[src/rtl/spi_eeprom_pkg.sv]
package spi_eeprom_pkg;

  localparam int unsigned ADDR_W     = 7;
  localparam int unsigned BYTE_W     = 8;
  localparam int unsigned FRAME_MAXB = 3;
  localparam int unsigned FRAME_W    = FRAME_MAXB * BYTE_W;

  localparam logic [7:0] INS_READ  = 8'h03;
  localparam logic [7:0] INS_WRITE = 8'h02;
  localparam logic [7:0] INS_WREN  = 8'h06;
  localparam logic [7:0] INS_WRDI  = 8'h04;

  typedef enum logic [1:0] {
    OP_READ  = 2'd0,
    OP_WRITE = 2'd1,
    OP_WREN  = 2'd2,
    OP_WRDI  = 2'd3
  } op_e;

  typedef enum logic [2:0] {
    E_IDLE, E_SETUP, E_LO, E_HI, E_TAIL, E_GAP
  } eng_state_e;

  typedef enum logic [1:0] {
    S_IDLE, S_FRAME, S_HOLD
  } seq_state_e;

  typedef struct packed {
    logic [FRAME_W-1:0] bits;   // left aligned, first byte in the top bits
    logic [1:0]         nbytes;
  } frame_t;

  function automatic frame_t build_frame(op_e kind, logic [7:0] addr, logic [7:0] data);
    frame_t f;
    f.bits   = '0;
    f.nbytes = 2'd1;
    case (kind)
      OP_READ:  begin f.bits = {INS_READ, addr, 8'h00}; f.nbytes = 2'd3; end
      OP_WRITE: begin f.bits = {INS_WRITE, addr, data}; f.nbytes = 2'd3; end
      OP_WREN:  f.bits = {INS_WREN, 16'h0000};
      default:  f.bits = {INS_WRDI, 16'h0000};
    endcase
    return f;
  endfunction

endpackage

[src/rtl/spi_eeprom_frame_engine.sv]
module spi_eeprom_frame_engine
  import spi_eeprom_pkg::*;
#(
  parameter int unsigned DIV_W = 8
) (
  input  logic             clk,
  input  logic             rst_n,
  input  logic             start,
  input  frame_t           frame,
  input  logic [DIV_W-1:0] half,
  output logic             cs_n,
  output logic             sck,
  output logic             mosi,
  input  logic             miso,
  output logic [7:0]       rx_byte,
  output logic             fin
);
  localparam int unsigned CNT_W  = DIV_W + 1;
  localparam int unsigned BITS_W = $clog2(FRAME_W + 1);

  eng_state_e          st;
  logic [CNT_W-1:0]    cnt;
  logic [BITS_W-1:0]   bits_left;
  logic [FRAME_W-1:0]  shreg;
  logic [CNT_W-1:0]    half_m1;
  logic [CNT_W-1:0]    period_m1;
  logic                expire;

  assign half_m1   = {1'b0, half} - CNT_W'(1);
  assign period_m1 = {half, 1'b0} - CNT_W'(1);
  assign expire    = (cnt == '0);
  assign mosi      = ~cs_n & shreg[FRAME_W-1];

  always_ff @(posedge clk or negedge rst_n) begin
    if (!rst_n) begin
      st        <= E_IDLE;
      cnt       <= '0;
      bits_left <= '0;
      shreg     <= '0;
      cs_n      <= 1'b1;
      sck       <= 1'b0;
      rx_byte   <= '0;
      fin       <= 1'b0;
    end else begin
      fin <= 1'b0;
      if (!expire && st != E_IDLE) cnt <= cnt - CNT_W'(1);
      case (st)
        E_IDLE: if (start) begin
          shreg     <= frame.bits;
          bits_left <= BITS_W'({frame.nbytes, 3'b000});
          cs_n      <= 1'b0;
          cnt       <= half_m1;
          st        <= E_SETUP;
        end
        E_SETUP: if (expire) begin
          cnt <= half_m1;
          st  <= E_LO;
        end
        E_LO: if (expire) begin
          sck     <= 1'b1;
          rx_byte <= {rx_byte[6:0], miso};
          cnt     <= half_m1;
          st      <= E_HI;
        end
        E_HI: if (expire) begin
          sck       <= 1'b0;
          shreg     <= {shreg[FRAME_W-2:0], 1'b0};
          bits_left <= bits_left - BITS_W'(1);
          cnt       <= half_m1;
          st        <= (bits_left == BITS_W'(1)) ? E_TAIL : E_LO;
        end
        E_TAIL: if (expire) begin
          cs_n <= 1'b1;
          cnt  <= period_m1;
          st   <= E_GAP;
        end
        E_GAP: if (expire) begin
          fin <= 1'b1;
          st  <= E_IDLE;
        end
        default: st <= E_IDLE;
      endcase
    end
  end
endmodule

[src/rtl/spi_eeprom_sequencer.sv]
module spi_eeprom_sequencer
  import spi_eeprom_pkg::*;
#(
  parameter int unsigned DIV_W  = 8,
  parameter int unsigned WAIT_W = 16
) (
  input  logic              clk,
  input  logic              rst_n,
  input  logic              req_valid,
  input  logic [1:0]        req_op,
  input  logic [ADDR_W-1:0] req_addr,
  input  logic [7:0]        req_wdata,
  input  logic [DIV_W-1:0]  half_in,
  input  logic [WAIT_W-1:0] wr_wait,
  input  logic              fin,
  input  logic [7:0]        rx_byte,
  output logic              start,
  output frame_t            frame,
  output logic [DIV_W-1:0]  half,
  output logic              busy,
  output logic              done,
  output logic [7:0]        rd_data
);
  seq_state_e        st;
  op_e               op_q;
  op_e               kind;
  logic [ADDR_W-1:0] addr_q;
  logic [7:0]        data_q;
  logic [WAIT_W-1:0] wait_q;
  logic [WAIT_W-1:0] wcnt;
  logic [1:0]        step;
  logic              accept;
  logic              is_write;

  assign busy     = (st != S_IDLE);
  assign accept   = req_valid && !busy;
  assign is_write = (op_q == OP_WRITE);

  always_comb begin
    kind = op_q;
    if (is_write) begin
      case (step)
        2'd0:    kind = OP_WREN;
        2'd1:    kind = OP_WRITE;
        default: kind = OP_WRDI;
      endcase
    end
  end

  assign frame = build_frame(kind, {{(8-ADDR_W){1'b0}}, addr_q}, data_q);

  always_ff @(posedge clk or negedge rst_n) begin
    if (!rst_n) begin
      st      <= S_IDLE;
      op_q    <= OP_READ;
      addr_q  <= '0;
      data_q  <= '0;
      wait_q  <= '0;
      wcnt    <= '0;
      half    <= DIV_W'(2);
      step    <= '0;
      start   <= 1'b0;
      done    <= 1'b0;
      rd_data <= '0;
    end else begin
      start <= 1'b0;
      done  <= 1'b0;
      case (st)
        S_IDLE: if (accept) begin
          op_q   <= op_e'(req_op);
          addr_q <= req_addr;
          data_q <= req_wdata;
          wait_q <= wr_wait;
          half   <= half_in;
          step   <= 2'd0;
          start  <= 1'b1;
          st     <= S_FRAME;
        end
        S_FRAME: if (fin) begin
          if (is_write && step == 2'd0) begin
            step  <= 2'd1;
            start <= 1'b1;
          end else if (is_write && step == 2'd1) begin
            step <= 2'd2;
            if (wait_q == '0) begin
              start <= 1'b1;
            end else begin
              wcnt <= wait_q;
              st   <= S_HOLD;
            end
          end else begin
            done <= 1'b1;
            if (op_q == OP_READ) rd_data <= rx_byte;
            st <= S_IDLE;
          end
        end
        S_HOLD: begin
          wcnt <= wcnt - WAIT_W'(1);
          if (wcnt == WAIT_W'(1)) begin
            start <= 1'b1;
            st    <= S_FRAME;
          end
        end
        default: st <= S_IDLE;
      endcase
    end
  end
endmodule

[src/rtl/spi_eeprom_ctrl.sv]
module spi_eeprom_ctrl
  import spi_eeprom_pkg::*;
#(
  parameter int unsigned DIV_W  = 8,
  parameter int unsigned WAIT_W = 16
) (
  input  logic              clk,
  input  logic              rst_n,
  input  logic              req_valid,
  output logic              req_ready,
  input  logic [1:0]        req_op,
  input  logic [ADDR_W-1:0] req_addr,
  input  logic [7:0]        req_wdata,
  input  logic [DIV_W-1:0]  clk_div,
  input  logic [WAIT_W-1:0] wr_wait,
  output logic              busy,
  output logic              done,
  output logic [7:0]        rd_data,
  output logic              cs_n,
  output logic              sck,
  output logic              mosi,
  input  logic              miso
);
  localparam logic [DIV_W-1:0] MIN_HALF = DIV_W'(2);

  logic [DIV_W-1:0] half_in;
  logic [DIV_W-1:0] half;
  logic             start;
  logic             fin;
  logic [7:0]       rx_byte;
  frame_t           frame;

  assign half_in   = (clk_div < MIN_HALF) ? MIN_HALF : clk_div;
  assign req_ready = ~busy;

  spi_eeprom_sequencer #(.DIV_W(DIV_W), .WAIT_W(WAIT_W)) u_seq (
    .clk       (clk),
    .rst_n     (rst_n),
    .req_valid (req_valid),
    .req_op    (req_op),
    .req_addr  (req_addr),
    .req_wdata (req_wdata),
    .half_in   (half_in),
    .wr_wait   (wr_wait),
    .fin       (fin),
    .rx_byte   (rx_byte),
    .start     (start),
    .frame     (frame),
    .half      (half),
    .busy      (busy),
    .done      (done),
    .rd_data   (rd_data)
  );

  spi_eeprom_frame_engine #(.DIV_W(DIV_W)) u_eng (
    .clk     (clk),
    .rst_n   (rst_n),
    .start   (start),
    .frame   (frame),
    .half    (half),
    .cs_n    (cs_n),
    .sck     (sck),
    .mosi    (mosi),
    .miso    (miso),
    .rx_byte (rx_byte),
    .fin     (fin)
  );
endmodule

[config.mk]
export PLATFORM = sky130hd
export DESIGN_NAME = spi_eeprom_ctrl
export DESIGN_NICKNAME = d
export VERILOG_FILES = /design/src/rtl/spi_eeprom_pkg.sv /design/src/rtl/spi_eeprom_frame_engine.sv /design/src/rtl/spi_eeprom_sequencer.sv /design/src/rtl/spi_eeprom_ctrl.sv
export SDC_FILE = /design/constraint.sdc
export NUM_CORES = 1
export LEC_CHECK = 0
export BUFFER_PORTS_ARGS = -buffer_cell sky130_fd_sc_hd__buf_4
export CAP_MARGIN = 15
export CORE_UTILIZATION = 50
export CTS_CLUSTER_DIAMETER = 120
export DETAILED_ROUTE_END_ITERATION = 8
export PLACE_DENSITY = 0.7
export SLEW_MARGIN = 10
export SYNTH_ARGS = -nofsm -noshare
export SYNTH_HDL_FRONTEND = slang
export SYNTH_SLANG_ARGS = --single-unit
[constraint.sdc]
create_clock -name clk -period 3.4 [get_ports clk]
set_input_delay 0.17 -clock clk [delete_from_list [all_inputs] [get_ports clk]]
set_output_delay 0.17 -clock clk [all_outputs]
set_load 0.1 [all_outputs]
==> results of run 1 <==
[sequential cells by signal, indices dropped and copies added, names as in the netlist, 5 cells and up]
| signal | count |
|---|---|
| u_seq.rd_data | 8 |
| u_seq.wait_q | 16 |
| u_seq.addr_q | 7 |
| u_eng.shreg | 24 |
| u_eng.rx_byte | 8 |
| u_seq.data_q | 8 |
| u_eng.bits_left | 5 |
| u_eng.cnt | 9 |
| u_seq.wcnt | 16 |
| u_seq.half | 8 |
[cells by family after synthesis]
| family | share of synthesized area (%) |
|---|---|
| mux | 11.2 |
| compound gates | 15.6 |
| buf+inv | 3.10 |
| xor+xnor | 1.14 |
| fa+ha+maj | 1.22 |
| flops | 50.2 |
| simple gates | 17.5 |
[critical path: stages, from the launching register on]
cell	delay [ps]
dfrtp_1	440
inv_1	110
ha_1	290
nor3b_4	410
nand3_2	210
nor4b_4	620
mux2_2	420
[final cells by class]
cell class	instances	share of cell area (%)
multi-input cells	429	36.9
well taps	147	2.37
flip-flops and latches	123	39.7
inverters	17	0.822
clock inverters	11	2.13
clock buffers	21	6.06
repair buffers	110	12.0
[per-stage QoR]
stage	total power [mW]	area (sq um)
after floorplan	1.50	6140
after global placement	1.58	6690
after detailed placement	1.58	6690
after CTS	3.56	7760
after global routing	3.64	7770
final	3.53	7770
[worst paths after layout]
kind	start	endpoint	slack, ps	cells past startpoint
max	u_eng.cnt[0]$_DFF_PN0_	u_eng.rx_byte[1]$_DFFE_PN0P_	800	6
min	req_valid	u_seq.step[1]$_DFFE_PN0P_	100	4
max reg2reg	u_eng.cnt[0]$_DFF_PN0_	u_eng.rx_byte[1]$_DFFE_PN0P_	800	6
min reg2reg	u_eng.shreg[19]$_DFFE_PN0P_	u_eng.shreg[20]$_DFFE_PN0P_	480	2
max in group asynchronous	rst_n	u_seq.step[0]$_DFFE_PN0P_	2180	3
min in group asynchronous	rst_n	u_seq.addr_q[4]$_DFFE_PN0P_	380	2
[power by group]
group	internal, mW	leakage (nW)	switching, mW	total, mW
Combinational	0.0702	1.72	0.0478	0.118
Sequential	1.47	1.66	0.00394	1.47
Clock	1.28	0.313	0.656	1.94
Total	2.82	3.70	0.708	3.53
[routing by layer]
| metal | routed length, microns | up-vias | GRT usage (%) |
|---|---|---|---|
| li1 | - | 2388 | - |
| met1 | 6410 | 2502 | 32.8 |
| met2 | 7390 | 170 | 41.0 |
| met3 | 714 | 34 | 6.00 |
| met4 | 342 | 0 | 11.6 |
| met5 | 0 | - | 0 |
[placed cells by master, fill, tap and decap left out, types with 6 or more instances in the layout]
cell type / instances
a21oi_1: 36
a22oi_1: 8
a2bb2oi_1: 9
and2_1: 6
buf_4: 67
clkbuf_16: 17
dfrtp_1: 121
dlygate4sd3_1: 43
ha_1: 6
inv_1: 17
mux2_2: 55
mux2i_1: 7
nand2_1: 61
nand3_1: 24
nor2_1: 38
nor3_1: 20
nor4_1: 7
o21ai_0: 43
or3_1: 10
==> impl_results.md, run 1 <==
- Status: finished, final reports clean
- Largest net degree at the start of global routing: 64
- Htree depth: 4
- Max Cap Viol: 0
- 1st-pass router iterations: 5
- Total CTS buffers: 17
- Die ar.: 12,700 sq um
- Count leader, synth: dfrtp_1
- Final worst path period share: 76.6%
- Via count: 5,094
- Setup ws final: 797 ps
- Hold buffer count at CTS: 43
- Via density: 5.94
- Post-synthesis cell type count: 65
- Routed Wire Length: 14,900 microns
- Die Y: 113 microns
- # rows: 40
- CTS root buffer: clkbuf_16
- Worst ir drop on vdd: 0.000330 V
- Critical path type: flop to flop
- Post-synth top flop: dfrtp_1
- Initial antenna violation count: 0
- RePlAce Congestion: 0.920
- Fin cells: 858
- Setup Viol. Count Final: 0
- GR Util All Layers: 25.5%
- Clock latency at the later pin of the worst-skew pair: 420 ps
- Placeable Area: 12,000 sq um
- Clock sink count: 123
- Leak: 3.70 nW
- Normalized max-slew margin: 31.2%
- Max-slew violation count: 0
- Worst EP required: 3710 ps
- Area of the multi-input gates: 2870 sq um
- Die W: 113 microns
- I/O pins: 59
- Post-placement cell count: 782
- DRC errors left: 0
- Peak Freq: 384 MHz
- Worst Setup Start Kind: flop
- Area growth syn-to-layout: 26.5%
- Initial drt markers: 363
- Commonest cells post-synth: dfrtp_1 (121), nand2_1 (61), mux2_2 (55), o21ai_0 (43), nor2_1 (38)
- Final Critical Period: 2600 ps
- Drt wl/cell: 17.3 microns
- Initial core utilization: 51.1%
- Seq/Total Area, Yosys: 50.2%
- Post-synth EDFFs: 0
- Area contributors post-synth: dfrtp_1 (49%), mux2_2 (10%), nand2_1 (3.7%)
- Register area: 3080 sq um
- Synthesis Warnings: 0
- Final core occ: 64.7%
- Setup tns final: 0 ps
- Kind of end point of the critical path: flop
- RSZ-0062 raised after global routing: false
- Top-area cell type share of the netlist area: 49.3%
- Hold Slack: 105 ps
- ANT nets after route: 0
- DP Worst Slack: 814 ps
- Largest area contributor in the netlist: dfrtp_1
- Post-Syn Nets: 652
- Post-CTS sizing: 0
- Crit path arrival time: 2910 ps
- CTS tree: done
- Count of port buffers added during placement: 58
- Synth Instances: 601
- Total grt overflow: 0
- First-pass GRT wire length: 25,300 microns
- Post-synthesis register bit count: 123
- HP Class: input port to flop
- Share of cells above drive strength 1: 24.3%
- Dpl hpwl: 9550 microns
- Post-CTS setup buffers: 0
- Antenna Cells: 0
- Clk buf depth: 2
- Final hold vios: 0
- Critical path fanouts, max: 9
- PD cells: 455 nW/um^2
- Worst-path clk slew: 60 ps
- Synth Cell Area: 6140 sq um
- Filler cells: 900
- Final nets: 749
- Number of global-route vias before repair: 5,076
- Clock Skew: 7.73 ps
- Async set-reset flop share out of synthesis: 100%
- Average size of a mapped cell: 10.2 sq um
- Worst-Margin Slew: 1030 ps
Power figures use the tool's default switching activity.
==> inputs of run 2 (changes only) <==
PLACE_DENSITY = 0.73   (was 0.7)
clock period = 2.3 ns   (was 3.4 ns; I/O delays follow)
==> impl_results.md, run 2 (synthesis results as in run 1) <==
- Kind of end point of the critical path: flop
- Worst ir drop on vdd: 0.000427 V
- Status: finished, final reports clean
- Peak Freq: 470 MHz
- Total CTS buffers: 17
- Normalized max-slew margin: 48.9%
- Final worst path period share: 92.5%
- Clock latency at the later pin of the worst-skew pair: 420 ps
- Final core occ: 65.8%
- Via count: 5,144
- Register area: 3080 sq um
- Hold Slack: 62.7 ps
- Final Critical Period: 2130 ps
- Most frequent cells in the layout: dfrtp_1 (121), buf_4 (87), nand2_1 (61)
- Share of cells above drive strength 1: 26.4%
- Worst Setup Start Kind: flop
- Crit path cell chain: or4_4 -> or4_4 -> o31ai_1 -> a21oi_1 -> a311oi_1
- Placeable Area: 12,000 sq um
- Leading cell type in the layout, fill and taps excluded: dfrtp_1
- Worst-path clk slew: 60 ps
- Top delay family on crit path: simple AND/OR/NAND/NOR gates
- Final hold vios: 0
- Overall Power: 4.98 mW
- Clock Skew: 8.83 ps
- Worst EP required: 2620 ps
- Top Registers: u_eng.shreg (24), u_seq.wait_q (16), u_seq.wcnt (16)
- Via density: 5.85
- RSZ-0062 raised after global routing: false
- Largest stage delay, worst path: 590 ps
- Biggest register: u_eng.shreg
- Critical path fanouts, max: 6
- Crit path arrival time: 2440 ps
- Setup Viol. Count Final: 0
- Die Y: 113 microns
- Initial antenna violation count: 0
- CTS tree: done
- Total grt overflow: 0
- Largest net degree at the start of global routing: 69
- GR Util All Layers: 25.9%
- Final nets: 770
- Routed Wire Length: 15,000 microns
- Area of the multi-input gates: 2890 sq um
- Area growth syn-to-layout: 28.7%
- Filler cells: 889
- Clk buf depth: 2
- Initial core utilization: 51.1%
- HP Class: input port to flop
- PD cells: 631 nW/um^2
- Worst path most repeated cell: or4_4
- Largest register FFs: 24
- Initial drt markers: 304
- Htree depth: 4
- Die W: 113 microns
- RePlAce Congestion: 0.905
- Worst-Margin Slew: 762 ps
- DRC errors left: 0
- ANT nets after route: 0
- Clock sink count: 123
- First-pass GRT wire length: 25,300 microns
- Die ar.: 12,700 sq um
- Antenna Cells: 0
- # rows: 40
- Max-slew violation count: 0
- Drt wl/cell: 17.1 microns
- Setup tns final: 0 ps
- CP max stage cell: or4_4
- Critical path type: flop to flop
- Count of port buffers added during placement: 58
- Dpl hpwl: 9810 microns
- Leak: 3.76 nW
- Number of global-route vias before repair: 5,169
- I/O pins: 59
- Max Cap Viol: 0
- WP buf/inv: 0
- CTS root buffer: clkbuf_16
- 1st-pass router iterations: 7
## run 2: cell count changes in the layout (fill, tap and decap cells not counted), sizes merged
cell	change
clkinvlp	+2
clkbuf	+4
bufinv	-2
inv	-1
clkinv	-3
buf	+21
## run 2: what timing repair did
action / CTS / global route
endpoints found under the setup margin: 1 / 9
resized for setup: 1 / 1
hold buffers: 43 / 0
buffers inserted: 0 / 2
pin swaps: 0 / 1
endpoints found under the hold margin: 126 / 0
## run 2: layer usage
metal	share of wire [%]	global-route usage (%)	up-vias	routed length [microns]
met2	50	41.9	127	7510
met5	0	0	-	0
met4	2.1	11.0	0	314
met3	4.3	6.37	34	640
li1	-	-	2431	-
met1	44	33.2	2552	6540
## run 2: path summary, 6_finish.rpt
kind                                             start                     endpoint  slack (ps)  depth (start not counted)
max                          u_seq.wcnt[0]$_DFFE_PN0P_   u_seq.wcnt[11]$_DFFE_PN0P_         170                          5
min                                          req_valid    u_seq.step[1]$_DFFE_PN0P_          60                          4
max reg2reg                  u_seq.wcnt[0]$_DFFE_PN0P_   u_seq.wcnt[11]$_DFFE_PN0P_         170                          5
min reg2reg                u_eng.shreg[22]$_DFFE_PN0P_  u_eng.shreg[23]$_DFFE_PN0P_         470                          2
max in group asynchronous                        rst_n         u_seq.done$_DFF_PN0_        1410                          3
min in group asynchronous                        rst_n    u_seq.half[4]$_DFFE_PN0P_         120                          2
## run 2: worst min-delay path: stages
cell	delay [ps]
buf_4	120
nand2_1	60
a21oi_1	70
nor2_1	80
## run 2: area by class of cell
type / instances / area share [%]
Multi-Input combinational cell: 429 / 36.6
Clock buffer: 25 / 6.15
Tap cell: 147 / 2.33
Sequential cell: 123 / 39.0
Clock inverter: 7 / 1.17
Inverter: 17 / 0.808
Timing Repair Buffer: 131 / 14.0
## run 2: stage by stage
step | instances | cell area, sq um | setup WS (ps)
floorplan | 601 | 6150 | 75.6
global placement | 802 | 6860 | 92.2
detailed placement | 802 | 6860 | -16.1
CTS | 877 | 7880 | 86.2
global route | 879 | 7900 | 29.2
finish | 879 | 7900 | 173
## run 2: report_power, final
group / total, mW / internal, mW / leakage [nW] / switching (mW)
Clock: 2.63 / 1.68 / 0.273 / 0.950
Sequential: 2.18 / 2.17 / 1.66 / 0.00482
Combinational: 0.176 / 0.105 / 1.83 / 0.0712
Total: 4.98 / 3.95 / 3.76 / 1.03
